<file path="config.mk">
export PLATFORM = sky130hd
export DESIGN_NAME = i2c_cond_monitor
export DESIGN_NICKNAME = d
export VERILOG_FILES = /design/src/rtl/i2cmon_pkg.sv /design/src/rtl/i2cmon_sync.sv /design/src/rtl/i2cmon_deglitch.sv /design/src/rtl/i2cmon_detect.sv /design/src/rtl/i2cmon_status.sv /design/src/rtl/i2c_cond_monitor.sv
export SDC_FILE = /design/constraint.sdc
export NUM_CORES = 1
export LEC_CHECK = 0
export ABC_AREA = 1
export ABC_CLOCK_PERIOD_IN_PS = 1400
export BUFFER_PORTS_ARGS = -buffer_cell sky130_fd_sc_hd__buf_2
export CELL_PAD_IN_SITES_DETAIL_PLACEMENT = 0
export CELL_PAD_IN_SITES_GLOBAL_PLACEMENT = 2
export CORE_MARGIN = 3
export CORE_UTILIZATION = 27
export DETAILED_ROUTE_END_ITERATION = 12
export HOLD_SLACK_MARGIN = 0.05
export PLACE_DENSITY_LB_ADDON = 0.1
export REMOVE_ABC_BUFFERS = 1
export SLEW_MARGIN = 20
export SYNTH_ARGS = -nofsm -noshare
export SYNTH_HDL_FRONTEND = slang
export SYNTH_SLANG_ARGS = --single-unit
</file>
<file path="constraint.sdc">
create_clock -name clk -period 1.4 [get_ports clk]
set_input_delay 0.21 -clock clk [delete_from_list [all_inputs] [get_ports clk]]
set_output_delay 0.21 -clock clk [all_outputs]
set_load 0.01 [all_outputs]
</file>
<file path="src/rtl/i2cmon_pkg.sv">
package i2cmon_pkg;

    // Default filter and synchronizer depths.
    localparam int unsigned SYNC_STAGES_DEF = 2;
    localparam int unsigned HOLD_CYCLES_DEF = 2;

    // Number of bus lines observed.
    localparam int unsigned LINE_COUNT = 2;
    localparam int unsigned LINE_SCL   = 1;
    localparam int unsigned LINE_SDA   = 0;

    typedef struct packed {
        logic scl;
        logic sda;
    } bus_lines_t;

    typedef enum logic [1:0] {
        COND_NONE  = 2'b00,
        COND_START = 2'b01,
        COND_STOP  = 2'b10
    } cond_e;

    // Classify one step of the filtered lines.
    function automatic cond_e classify(input bus_lines_t prev, input bus_lines_t cur);
        cond_e res;
        res = COND_NONE;
        if (prev.scl && cur.scl) begin
            if (prev.sda && !cur.sda) begin
                res = COND_START;
            end else if (!prev.sda && cur.sda) begin
                res = COND_STOP;
            end
        end
        return res;
    endfunction

endpackage

</file>
<file path="src/rtl/i2cmon_sync.sv">
module i2cmon_sync #(
    parameter int unsigned STAGES = 2,
    parameter int unsigned WIDTH  = 2
) (
    input  logic             clk,
    input  logic             rst,
    input  logic [WIDTH-1:0] d,
    output logic [WIDTH-1:0] q
);
    logic [WIDTH-1:0] chain [STAGES];

    // Idle I2C lines are high, so the chain resets to ones.
    always_ff @(posedge clk) begin
        if (rst) begin
            for (int i = 0; i < int'(STAGES); i++) begin
                chain[i] <= '1;
            end
        end else begin
            chain[0] <= d;
            for (int i = 1; i < int'(STAGES); i++) begin
                chain[i] <= chain[i-1];
            end
        end
    end

    assign q = chain[STAGES-1];

endmodule

</file>
<file path="src/rtl/i2cmon_deglitch.sv">
module i2cmon_deglitch #(
    parameter int unsigned HOLD = 2
) (
    input  logic clk,
    input  logic rst,
    input  logic line_sync,
    output logic line_filt
);
    localparam int unsigned CW = (HOLD > 1) ? $clog2(HOLD) : 1;
    localparam logic [CW-1:0] LAST = CW'(HOLD - 1);

    logic [CW-1:0] run_cnt;
    logic          filt_q;

    // Accept a new level only after it has differed for HOLD edges.
    always_ff @(posedge clk) begin
        if (rst) begin
            filt_q  <= 1'b1;
            run_cnt <= '0;
        end else if (line_sync != filt_q) begin
            if (run_cnt == LAST) begin
                filt_q  <= line_sync;
                run_cnt <= '0;
            end else begin
                run_cnt <= run_cnt + 1'b1;
            end
        end else begin
            run_cnt <= '0;
        end
    end

    assign line_filt = filt_q;

    AST_FILTER_FOLLOWS: assert property (@(posedge clk) disable iff (rst)
        !$stable(filt_q) |-> (filt_q == $past(line_sync)))
        else $error("filtered level moved to a value the input did not hold");

endmodule

</file>
<file path="src/rtl/i2cmon_detect.sv">
module i2cmon_detect
    import i2cmon_pkg::*;
(
    input  logic       clk,
    input  logic       rst,
    input  bus_lines_t cur,
    output cond_e      cond
);
    bus_lines_t prev_q;

    always_ff @(posedge clk) begin
        if (rst) begin
            prev_q <= '{scl: 1'b1, sda: 1'b1};
        end else begin
            prev_q <= cur;
        end
    end

    always_comb begin
        cond = classify(prev_q, cur);
    end

endmodule

</file>
<file path="src/rtl/i2cmon_status.sv">
module i2cmon_status
    import i2cmon_pkg::*;
(
    input  logic  clk,
    input  logic  rst,
    input  logic  enable,
    input  logic  irq_en,
    input  logic  irq_ack,
    input  cond_e cond,
    output logic  start_seen,
    output logic  stop_seen,
    output logic  bus_free,
    output logic  irq_flag,
    output logic  irq
);
    logic s_q, p_q, flag_q;
    logic event_live;

    assign event_live = enable && (cond != COND_NONE);

    always_ff @(posedge clk) begin
        if (rst) begin
            s_q    <= 1'b0;
            p_q    <= 1'b0;
            flag_q <= 1'b0;
        end else begin
            if (!enable) begin
                s_q <= 1'b0;
                p_q <= 1'b0;
            end else begin
                unique case (cond)
                    COND_START: begin s_q <= 1'b1; p_q <= 1'b0; end
                    COND_STOP:  begin s_q <= 1'b0; p_q <= 1'b1; end
                    default:    ;
                endcase
            end
            if (event_live) begin
                flag_q <= 1'b1;
            end else if (irq_ack) begin
                flag_q <= 1'b0;
            end
        end
    end

    assign start_seen = s_q;
    assign stop_seen  = p_q;
    assign bus_free   = p_q | (~s_q & ~p_q);
    assign irq_flag   = flag_q;
    assign irq        = flag_q & irq_en;

    AST_SP_EXCLUSIVE: assert property (@(posedge clk) disable iff (rst)
        !(s_q && p_q))
        else $error("both status bits high");
    AST_START_UPDATES: assert property (@(posedge clk) disable iff (rst)
        (enable && cond == COND_START) |=> (s_q && !p_q))
        else $error("start did not update status");
    AST_STOP_UPDATES: assert property (@(posedge clk) disable iff (rst)
        (enable && cond == COND_STOP) |=> (p_q && !s_q))
        else $error("stop did not update status");
    AST_EVENT_RAISES_FLAG: assert property (@(posedge clk) disable iff (rst)
        event_live |=> flag_q)
        else $error("event did not raise flag");
    AST_ACK_CLEARS: assert property (@(posedge clk) disable iff (rst)
        (irq_ack && !event_live) |=> !flag_q)
        else $error("ack did not clear flag");
    AST_DISABLE_CLEARS: assert property (@(posedge clk) disable iff (rst)
        !enable |=> (!s_q && !p_q))
        else $error("disable did not clear status");
    AST_DISABLED_NO_FLAG: assert property (@(posedge clk) disable iff (rst)
        (!enable && !flag_q) |=> !flag_q)
        else $error("flag raised while disabled");

endmodule

</file>
<file path="src/rtl/i2c_cond_monitor.sv">
module i2c_cond_monitor
    import i2cmon_pkg::*;
#(
    parameter int unsigned SYNC_STAGES = SYNC_STAGES_DEF,
    parameter int unsigned HOLD_CYCLES = HOLD_CYCLES_DEF
) (
    input  logic clk,
    input  logic rst,
    input  logic scl_in,
    input  logic sda_in,
    input  logic enable,
    input  logic irq_en,
    input  logic irq_ack,
    output logic start_seen,
    output logic stop_seen,
    output logic bus_free,
    output logic irq_flag,
    output logic irq
);
    logic [LINE_COUNT-1:0] raw_lines;
    logic [LINE_COUNT-1:0] sync_lines;
    logic [LINE_COUNT-1:0] filt_lines;
    bus_lines_t            filt_bus;
    cond_e                 cond;

    assign raw_lines[LINE_SCL] = scl_in;
    assign raw_lines[LINE_SDA] = sda_in;

    i2cmon_sync #(
        .STAGES (SYNC_STAGES),
        .WIDTH  (LINE_COUNT)
    ) sync_i (
        .clk (clk),
        .rst (rst),
        .d   (raw_lines),
        .q   (sync_lines)
    );

    for (genvar g = 0; g < LINE_COUNT; g++) begin : g_filt
        i2cmon_deglitch #(
            .HOLD (HOLD_CYCLES)
        ) filt_i (
            .clk       (clk),
            .rst       (rst),
            .line_sync (sync_lines[g]),
            .line_filt (filt_lines[g])
        );
    end

    assign filt_bus.scl = filt_lines[LINE_SCL];
    assign filt_bus.sda = filt_lines[LINE_SDA];

    i2cmon_detect detect_i (
        .clk  (clk),
        .rst  (rst),
        .cur  (filt_bus),
        .cond (cond)
    );

    i2cmon_status status_i (
        .clk        (clk),
        .rst        (rst),
        .enable     (enable),
        .irq_en     (irq_en),
        .irq_ack    (irq_ack),
        .cond       (cond),
        .start_seen (start_seen),
        .stop_seen  (stop_seen),
        .bus_free   (bus_free),
        .irq_flag   (irq_flag),
        .irq        (irq)
    );

endmodule

</file>
==> flow_summary_export.csv <==
group,metric,value,unit
outcome,status,"finished clean",
grt,grt_pass1_wl,1440,µm
floorplan,die_w,48.4,µm
cts,cts-root-buf,"clkbuf_4",
place,pre_cts_slack,0.0922,ns
pwr,clkPwrFrac,33.7,%
synth,synth_area,484,µm²
grt,grt_pass1_vias,331,
cts,cts_buffer_depth,2,
setup_path,critPathMaxFanout,5,
drt,routedWlPerCell,8.26,µm
floorplan,dieArea,2340,µm²
cts,clk_pin_slew,0.08,ns
cts,cts_setup_buffers,0,
pwr,p_comb_share,8.0,%
pwr,pwr-share-seq,58.3,%
pwr,p_leak,0.303,nW
cts,cts.htree.levels,1,
drt,ant_nets,0,
synth,synth.distinct_cells,11,
drt,drc_errors,0,
synth,ys_ff_latch,13,
synth,yosysWarnings,0,
timing,setup_ws,0.170,ns
timing,fin_crit,1.23,ns
finish,layout_commonest_cell,"nand2_1",
finish,fill_cells,183,
drt,vias_per_cell,3.96,
cts,postCtsHoldBufs,0,
place,place.gp.congestion,0.649,
synth,synth_top_family_by_area,"simple AND/OR/NAND/NOR gates",
synth,synthMuxAreaShare,0,%
synth,syn_inst,61,
synth,synthSimpleGateAreaFrac,32.0,%
cts,cts_buffers,3,
pwr,p_sw_share,23.1,%
synth,synth_fa_ha_area_share,5.17,%
synth,synth_compound_area_share,2.07,%
synth,syn_avg_cell_area,7.94,µm²
setup_path,arrival,1.43,ns
timing,fin_worst_skew,0.000980,ns
floorplan,die_y,48.4,µm
floorplan,rows,14,
timing,fmax,0.813,GHz
timing,tns,0,ns
finish,area_growth,23.5,%
pwr,ir_drop,0.371,mV
setup_path,critical_path_class,"flop to flop",
place,dpl.hpwl,614,µm
finish,n_antenna_cell,0,
timing,holdWs,0.120,ns
cts,clk_latency,0.27,ns
worst_hold_path,hold_start,"scl_in",
cts,clock_sinks,13,
synth,ys_seq_area_share,53.7,%
setup_path,startpoint_type,"flop",
grt,grt_use_total,8.10,%
finish,layout_common_cells,"17 x nand2_1, 11 x dfxtp_1, 11 x buf_2",
cts,cts_tree,"built",
pwr,netSwitchingPower,0.157,mW
timing,worst_pin_slew,0.132,ns
setup_path,crit_path_start,"g_filt[1].filt_i.line_filt$_SDFFE_PP1P_",
synth,synth_xor_area_share,0,%
drt,wl,826,µm
worst_hold_path,hold_path_class,"input pin to flop",
setup_path,cp.required,1.60,ns
cts,cts_resized,0,
finish,drive_gt1_share,28.9,%
timing,setup_violations,0,
timing,slew-limit-headroom,91.1,%
pwr,power_density,1140,nW/µm²
drt,drtIter0Drc,3,
grt,grt_antenna_before_repair,0,
timing,rsz0062_at_grt,"false",
setup_path,crit_path_end_kind,"flop",
pwr,internal-power,0.523,mW
floorplan,io_pins,12,
drt,vias,396,
job,maxCapViolCount,0,
floorplan,core_area,1590,µm²
timing,finalMaxSlewViolations,0,
place,port-buffer-count,11,
grt,grt_max_degree,9,
floorplan,initial_core_util,30.4,%
grt,grt_overflow_total,0,
finish,fin_nets,86,
drt,first_pass_iters,3,
timing,hold_violations,0,
timing,fin_crit_sh,87.9,%
setup_path,reg2reg_from,"g_filt[1].filt_i.line_filt$_SDFFE_PP1P_",
[state kept, by name, indices dropped and copies added (netlist names)]
register                 cells
status_i.irq_flag            1
sync_i.chain                 4
status_i.start_seen          1
g_filt.filt_i.run_cnt        2
status_i.stop_seen           1
detect_i.prev_q              2
g_filt.filt_i.line_filt      2
[metrics by stage]
stage                     area, µm²  utilization [%]  instances  power, mW
after floorplan                 484                -         61      0.438
after detailed placement        569             35.7         96      0.460
after global placement          569             35.7         96      0.461
after global routing            598             37.5        100      0.726
after CTS                       596             37.4        100      0.695
final                           598             37.5        100      0.680
[metal layers]
layer	up-vias	track usage, %	part of all wire (%)
met2	8	11.0	42
met3	2	3.07	5.4
met1	173	10.4	52
li1	213	-	-
met4	0	5.69	1.2
met5	-	0	0
[power by group through the flow]
stage / Clock (mW) / Sequential (mW) / Combinational, mW
after detailed placement: 0 / 0.405 / 0.0552
final: 0.229 / 0.397 / 0.0544
after floorplan: 0 / 0.403 / 0.0350
after global routing: 0.261 / 0.400 / 0.0651
after global placement: 0 / 0.405 / 0.0560
after CTS: 0.243 / 0.396 / 0.0558
[area by class of cell]
type                       count  area [µm²]  area share (%)
clock buffer                   4        26.3            4.39
inverter                       9        33.8            5.65
multi-input combinational     39         190            31.8
sequential                    13         263            43.9
tap                           24        30.0            5.02
timing repair buffer          11        55.1            9.21
[path summary, 6_finish.rpt]
| check | slack, ns | to | cells past startpoint |
|---|---|---|---|
| min reg2reg | 0.42 | sync_i.chain[0][2]$_SDFF_PP1_ | 1 |
| max | 0.17 | status_i.stop_seen$_SDFFE_PP0P_ | 7 |
| max reg2reg | 0.17 | status_i.stop_seen$_SDFFE_PP0P_ | 7 |
| min | 0.12 | sync_i.chain[0][1]$_SDFF_PP1_ | 2 |
[cell usage after synthesis]
master    count  area [µm²]
nor2_1        8        30.0
nand3b_1      2        15.0
ha_1          2        25.0
or2_2         5        31.3
nand2_1      17        63.8
dfxtp_1      13         260
inv_2         1        3.75
a21oi_1       1        5.00
inv_1         8        30.0
o21ai_0       1        5.00
nand3_1       3        15.0
[critical path, cell delays in order, from the launching register on]
cell	delay, ns
dfxtp_2	0.37
nand2_1	0.06
inv_1	0.06
nand3_1	0.09
ha_1	0.34
inv_1	0.06
nand2_1	0.05
a21oi_1	0.14
[logic make-up after synthesis]
logic type | after synthesis
buffers and inverters | 9
adders and majority gates | 2
and+or+nand+nor | 35
AOI/OAI and AO/OA | 2
DFF | 13
Power figures use the tool's default switching activity.
